## src/rtl/bse_pkg.sv

```systemverilog
package bse_pkg;
  localparam int KIND_W = 3;
  localparam int STAT_W = 3;

  typedef enum logic [STAT_W-1:0] {
    ST_CONT  = 3'd0,
    ST_WAIT  = 3'd1,
    ST_INTA  = 3'd2,
    ST_XMST  = 3'd3,
    ST_SEQF  = 3'd4,
    ST_JMPF  = 3'd5,
    ST_CDAT  = 3'd6,
    ST_EXCD  = 3'd7
  } stat_e;

  typedef enum logic [KIND_W-1:0] {
    K_INTA = 3'd0,
    K_XMST = 3'd1,
    K_SEQF = 3'd2,
    K_JMPF = 3'd3,
    K_CDAT = 3'd4,
    K_EXCD = 3'd5
  } kind_e;

  typedef struct packed {
    stat_e stat;
    logic  strobe;
    logic  a0;
  } cyc_t;
endpackage

```

## src/rtl/bse_rst_sync.sv

```systemverilog
module bse_rst_sync #(
  parameter int STAGES = 2
) (
  input  logic clk,
  input  logic rst_n,
  output logic srst_n
);
  logic [STAGES-1:0] chain_q;
  logic [STAGES-1:0] chain_d;

  always_comb begin
    chain_d = {chain_q[STAGES-2:0], 1'b1};
  end

  always_ff @(posedge clk or negedge rst_n) begin
    if (!rst_n) chain_q <= '0;
    else        chain_q <= chain_d;
  end

  assign srst_n = chain_q[STAGES-1];
endmodule

```

## src/rtl/bse_code_map.sv

```systemverilog
module bse_code_map
  import bse_pkg::*;
(
  input  logic [KIND_W-1:0] kind,
  output stat_e             code
);
  always_comb begin
    case (kind)
      K_INTA:  code = ST_INTA;
      K_XMST:  code = ST_XMST;
      K_SEQF:  code = ST_SEQF;
      K_JMPF:  code = ST_JMPF;
      K_CDAT:  code = ST_CDAT;
      K_EXCD:  code = ST_EXCD;
      default: code = ST_CONT;
    endcase
  end
endmodule

```

## src/rtl/bse_split_ctrl.sv

```systemverilog
module bse_split_ctrl (
  input  logic clk,
  input  logic srst_n,
  input  logic accept,
  input  logic split,
  output logic hi_owed
);
  logic hi_owed_d;
  logic hi_en;

  always_comb begin
    hi_en     = hi_owed | accept;
    hi_owed_d = hi_owed ? 1'b0 : (accept & split);
  end

  always_ff @(posedge clk or negedge srst_n) begin
    if (!srst_n)    hi_owed <= 1'b0;
    else if (hi_en) hi_owed <= hi_owed_d;
  end
endmodule

```

## src/rtl/bse_out_stage.sv

```systemverilog
module bse_out_stage
  import bse_pkg::*;
(
  input  logic  clk,
  input  logic  srst_n,
  input  logic  hi_owed,
  input  logic  accept,
  input  stat_e code,
  input  logic  lane,
  input  logic  wfi,
  output stat_e bus_stat,
  output logic  ext_strobe,
  output logic  ext_a0
);
  cyc_t cyc_d;
  cyc_t cyc_q;

  always_comb begin
    if (hi_owed) begin
      cyc_d.stat   = ST_CONT;
      cyc_d.strobe = 1'b1;
      cyc_d.a0     = 1'b1;
    end else if (accept) begin
      cyc_d.stat   = code;
      cyc_d.strobe = 1'b1;
      cyc_d.a0     = lane;
    end else begin
      cyc_d.stat   = wfi ? ST_WAIT : ST_CONT;
      cyc_d.strobe = 1'b0;
      cyc_d.a0     = 1'b0;
    end
  end

  always_ff @(posedge clk or negedge srst_n) begin
    if (!srst_n) cyc_q <= '{stat: ST_CONT, strobe: 1'b0, a0: 1'b0};
    else         cyc_q <= cyc_d;
  end

  assign bus_stat   = cyc_q.stat;
  assign ext_strobe = cyc_q.strobe;
  assign ext_a0     = cyc_q.a0;
endmodule

```

## src/rtl/bus_status_encoder.sv

```systemverilog
module bus_status_encoder
  import bse_pkg::*;
#(
  parameter int SYNC_STAGES = 2
) (
  input  logic              clk,
  input  logic              rst_n,
  input  logic              req_valid,
  output logic              req_ready,
  input  logic [KIND_W-1:0] req_kind,
  input  logic              req_word,
  input  logic              req_narrow,
  input  logic              req_a0,
  input  logic              wfi,
  output logic [STAT_W-1:0] bus_stat,
  output logic              ext_strobe,
  output logic              ext_a0
);
  logic  srst_n;
  logic  hi_owed;
  logic  accept;
  logic  split;
  logic  lane;
  stat_e code;
  stat_e stat_q;

  bse_rst_sync #(.STAGES(SYNC_STAGES)) u_sync (
    .clk    (clk),
    .rst_n  (rst_n),
    .srst_n (srst_n)
  );

  assign req_ready = srst_n & ~hi_owed;
  assign accept    = req_valid & req_ready;
  assign split     = req_word & req_narrow;
  assign lane      = req_word ? 1'b0 : req_a0;

  bse_code_map u_map (
    .kind (req_kind),
    .code (code)
  );

  bse_split_ctrl u_split (
    .clk     (clk),
    .srst_n  (srst_n),
    .accept  (accept),
    .split   (split),
    .hi_owed (hi_owed)
  );

  bse_out_stage u_out (
    .clk        (clk),
    .srst_n     (srst_n),
    .hi_owed    (hi_owed),
    .accept     (accept),
    .code       (code),
    .lane       (lane),
    .wfi        (wfi),
    .bus_stat   (stat_q),
    .ext_strobe (ext_strobe),
    .ext_a0     (ext_a0)
  );

  assign bus_stat = stat_q;
endmodule

```

## config.mk

```make
export PLATFORM = sky130hd
export DESIGN_NAME = bus_status_encoder
export DESIGN_NICKNAME = d
export VERILOG_FILES = /design/src/rtl/bse_pkg.sv /design/src/rtl/bse_rst_sync.sv /design/src/rtl/bse_code_map.sv /design/src/rtl/bse_split_ctrl.sv /design/src/rtl/bse_out_stage.sv /design/src/rtl/bus_status_encoder.sv
export SDC_FILE = /design/constraint.sdc
export NUM_CORES = 1
export LEC_CHECK = 0
export ABC_AREA = 1
export CAP_MARGIN = 20
export CORE_AREA = 2 2 39 41
export DETAILED_ROUTE_END_ITERATION = 8
export DIE_AREA = 0 0 41 43
export DONT_BUFFER_PORTS = 1
export GPL_TIMING_DRIVEN = 1
export PLACE_DENSITY_LB_ADDON = 0.3
export SYNTH_ARGS = -nofsm -noshare
export SYNTH_HDL_FRONTEND = slang
export SYNTH_HIERARCHICAL = 1
export SYNTH_SLANG_ARGS = --single-unit
```

## constraint.sdc

```tcl
create_clock -name clk -period 0.8 [get_ports clk]
set_input_delay 0.04 -clock clk [delete_from_list [all_inputs] [get_ports clk]]
set_output_delay 0.04 -clock clk [all_outputs]
set_load 0.05 [all_outputs]
```

==> flow_summary.ini <==
[global_routing]
global_route.usage.total = 0.0922
first_global_vias = 300
grt_overflow = 0
grt_max_degree = 7
grt_antenna_before_repair = 0
grt_first_pass_wirelength_um = 1060

[logic_synthesis]
netlist.area_leader.share = 0.539
netlist_top_cells_area = dfrtp_1 54%, inv_1 11%, ha_1 10%
syn_avg_cell_area_um2 = 8.64
yosysTopAreaCell = dfrtp_1
synth-warning-count = 6
synth_fp_nets = 56
cell_count_after_synthesis = 43
yosys.cell_types.count = 10
synth_seq_area_share = 0.539
netlist_area_um2 = 372
yosys_register_bits = 8

[timing]
worst_clock_skew_ns = 0.00520
setup_ws_ns = -0.264
setup_viol_count_final = 12
unrepaired_setup_endpoints_after_global_routing = yes
max_fclk_mhz = 940
timing.final.crit_share = 1.33
fin_crit_ns = 1.06
timing_hold_violations_final = 0
finalHoldWorstSlack_ns = 0.0205
timing_max_transition_violations_final = 0

[setup_path]
critical_path.reg2reg.startpoint = u_split/hi_owed
critPathLaunchType = register
critical_path_peak_fanout = 2
cp_data_arrival_time_ns = 1.02
criticalPathCategory = reg2out
ff2ff_setup_slack_ns = -0.25
rr_endpoint = u_out/bus_stat[0]
ff2ff_path_depth = 7
critical_path_required_ns = 0.76
crit_path_end_kind = output pin

[run]
cap_violations = 0

[die]
number_of_core_rows = 14
die-width_um = 41
top_level_ports = 16
floorplan.die_area_mm2 = 0.00176
core-area_mm2 = 0.00138
initial_utilization = 0.269
chipHeight_um = 43

[clocking]
htreeDepth = 1
clk_latency_ns = 0.25
tritoncts.num_buffers = 3
cts_buffer_depth = 2
clkSinkCount = 8
cts-root-buf = clkbuf_4
clkTransAtPathRegs_ns = 0.06
cts_tree = yes

[route]
routed_wl_um = 636
drt_pre_antenna_iters = 3
routed_via_density = 3.74
remaining_drc_errors = 0
final_antenna_violating_net_count = 0
drt_iter0_drc = 1
routed_wire_length_per_instance_um = 8.15
vias = 292

[power]
totalPowerFinal_mw = 0.979
worst_ir_drop_vdd_mv = 0.512
cellLeakagePower_nw = 0.331
p_per_area_mw_per_mm2 = 1660

[placement]
dp_cells = 68
hpwl_dp_um = 480
buffer_ports.inserted = 0
place_congestion = 0.674
pre_cts_slack_ns = -0.137

[final_layout]
count_of_fill_cells_added_during_filler_insertion = 137
finalNonFillerCells = 78
syn2layout_area_growth_pct = 58.6
multi_input_comb_area_um2 = 138
drive_above_1_share = 0.339
layout_common_cells = 9 x nand2_1, 9 x inv_1, 7 x dfrtp_1
final-seq-area_um2 = 201
layout.nets = 76
antenna_cells_inserted = 0

[min_path]
hp-class = in2async

[outcome]
status = finished with violations
violations_in_the_final_reports = setup timing
cell type report:
cell class	instances	share of cell area
timing repair buffer	15	0.272
sequential	8	0.342
inverter	11	0.0743
multi-input combinational	24	0.234
clock buffer	4	0.0446
tap	16	0.0340
metrics by stage:
step                cell area, um2  TNS (ns)   util
global placement               478    -0.477  0.345
CTS                            587     -1.63  0.424
floorplan                      378    -0.659      -
detailed placement             478    -0.595  0.345
global route                   589     -2.09  0.426
finish                         589     -1.49  0.426
where the power goes:
group,internal (mW),switching (mW),total [mW]
clock,0.191,0.133,0.324
combinational,0.0943,0.125,0.219
sequential,0.427,0.00971,0.437
total,0.712,0.268,0.979
routing by layer:
layer	routed length [um]	vias up	track usage	part of all wire
met1	283	129	0.103	0.44
met2	320	8	0.119	0.50
met3	32	0	0.0366	0.050
li1	-	155	-	-
met5	0	-	0	0
met4	0	0	0.100	0
worst max-delay path by stage:
stage	start	end	slack (ns)
finish	u_split/hi_owed	req_ready	-0.26
detailed placement	u_split/hi_owed	u_out/bus_stat[0]	-0.14
floorplan	u_split/hi_owed	u_out/bus_stat[0]	-0.14
global placement	u_split/hi_owed	u_out/bus_stat[0]	-0.12
CTS	u_split/hi_owed	req_ready	-0.29
global route	u_split/hi_owed	req_ready	-0.32
Yosys cell counts:
| library cell | number |
|---|---|
| inv_1 | 11 |
| nand2_1 | 10 |
| dfrtp_1 | 8 |
| nor2_1 | 4 |
| ha_1 | 3 |
| nor2_2 | 3 |
| conb_1 | 1 |
| nand2_2 | 1 |
| nand3_1 | 1 |
| or2_1 | 1 |
sequential cells by signal, summed over array words and instances, names as in the netlist:
name and count:
u_out/ext_a0 1, u_split/hi_owed 1, u_out/ext_strobe 1, u_sync/chain_q 2, u_out/bus_stat 3
worst max-delay path: stages (launching register included):
cell     delay, ns
dfrtp_1       0.39
inv_2         0.06
nand2_2       0.05
buf_6         0.11
inv_4         0.04
buf_12        0.12
cell families after synthesis:
group | Yosys count | share of synthesized area
buf+inv | 11 | 0.111
simple gates | 20 | 0.239
fa+ha+maj | 3 | 0.101
flops | 8 | 0.539
other cells | 1 | 0.0101
repair_timing:
action	CTS	global route
resized for setup	8	2
pin swaps	6	3
buffers inserted	1	0
endpoints found under the hold margin	5	0
hold buffers	5	0
endpoints found under the setup margin	12	12
Power figures use the tool's default switching activity.
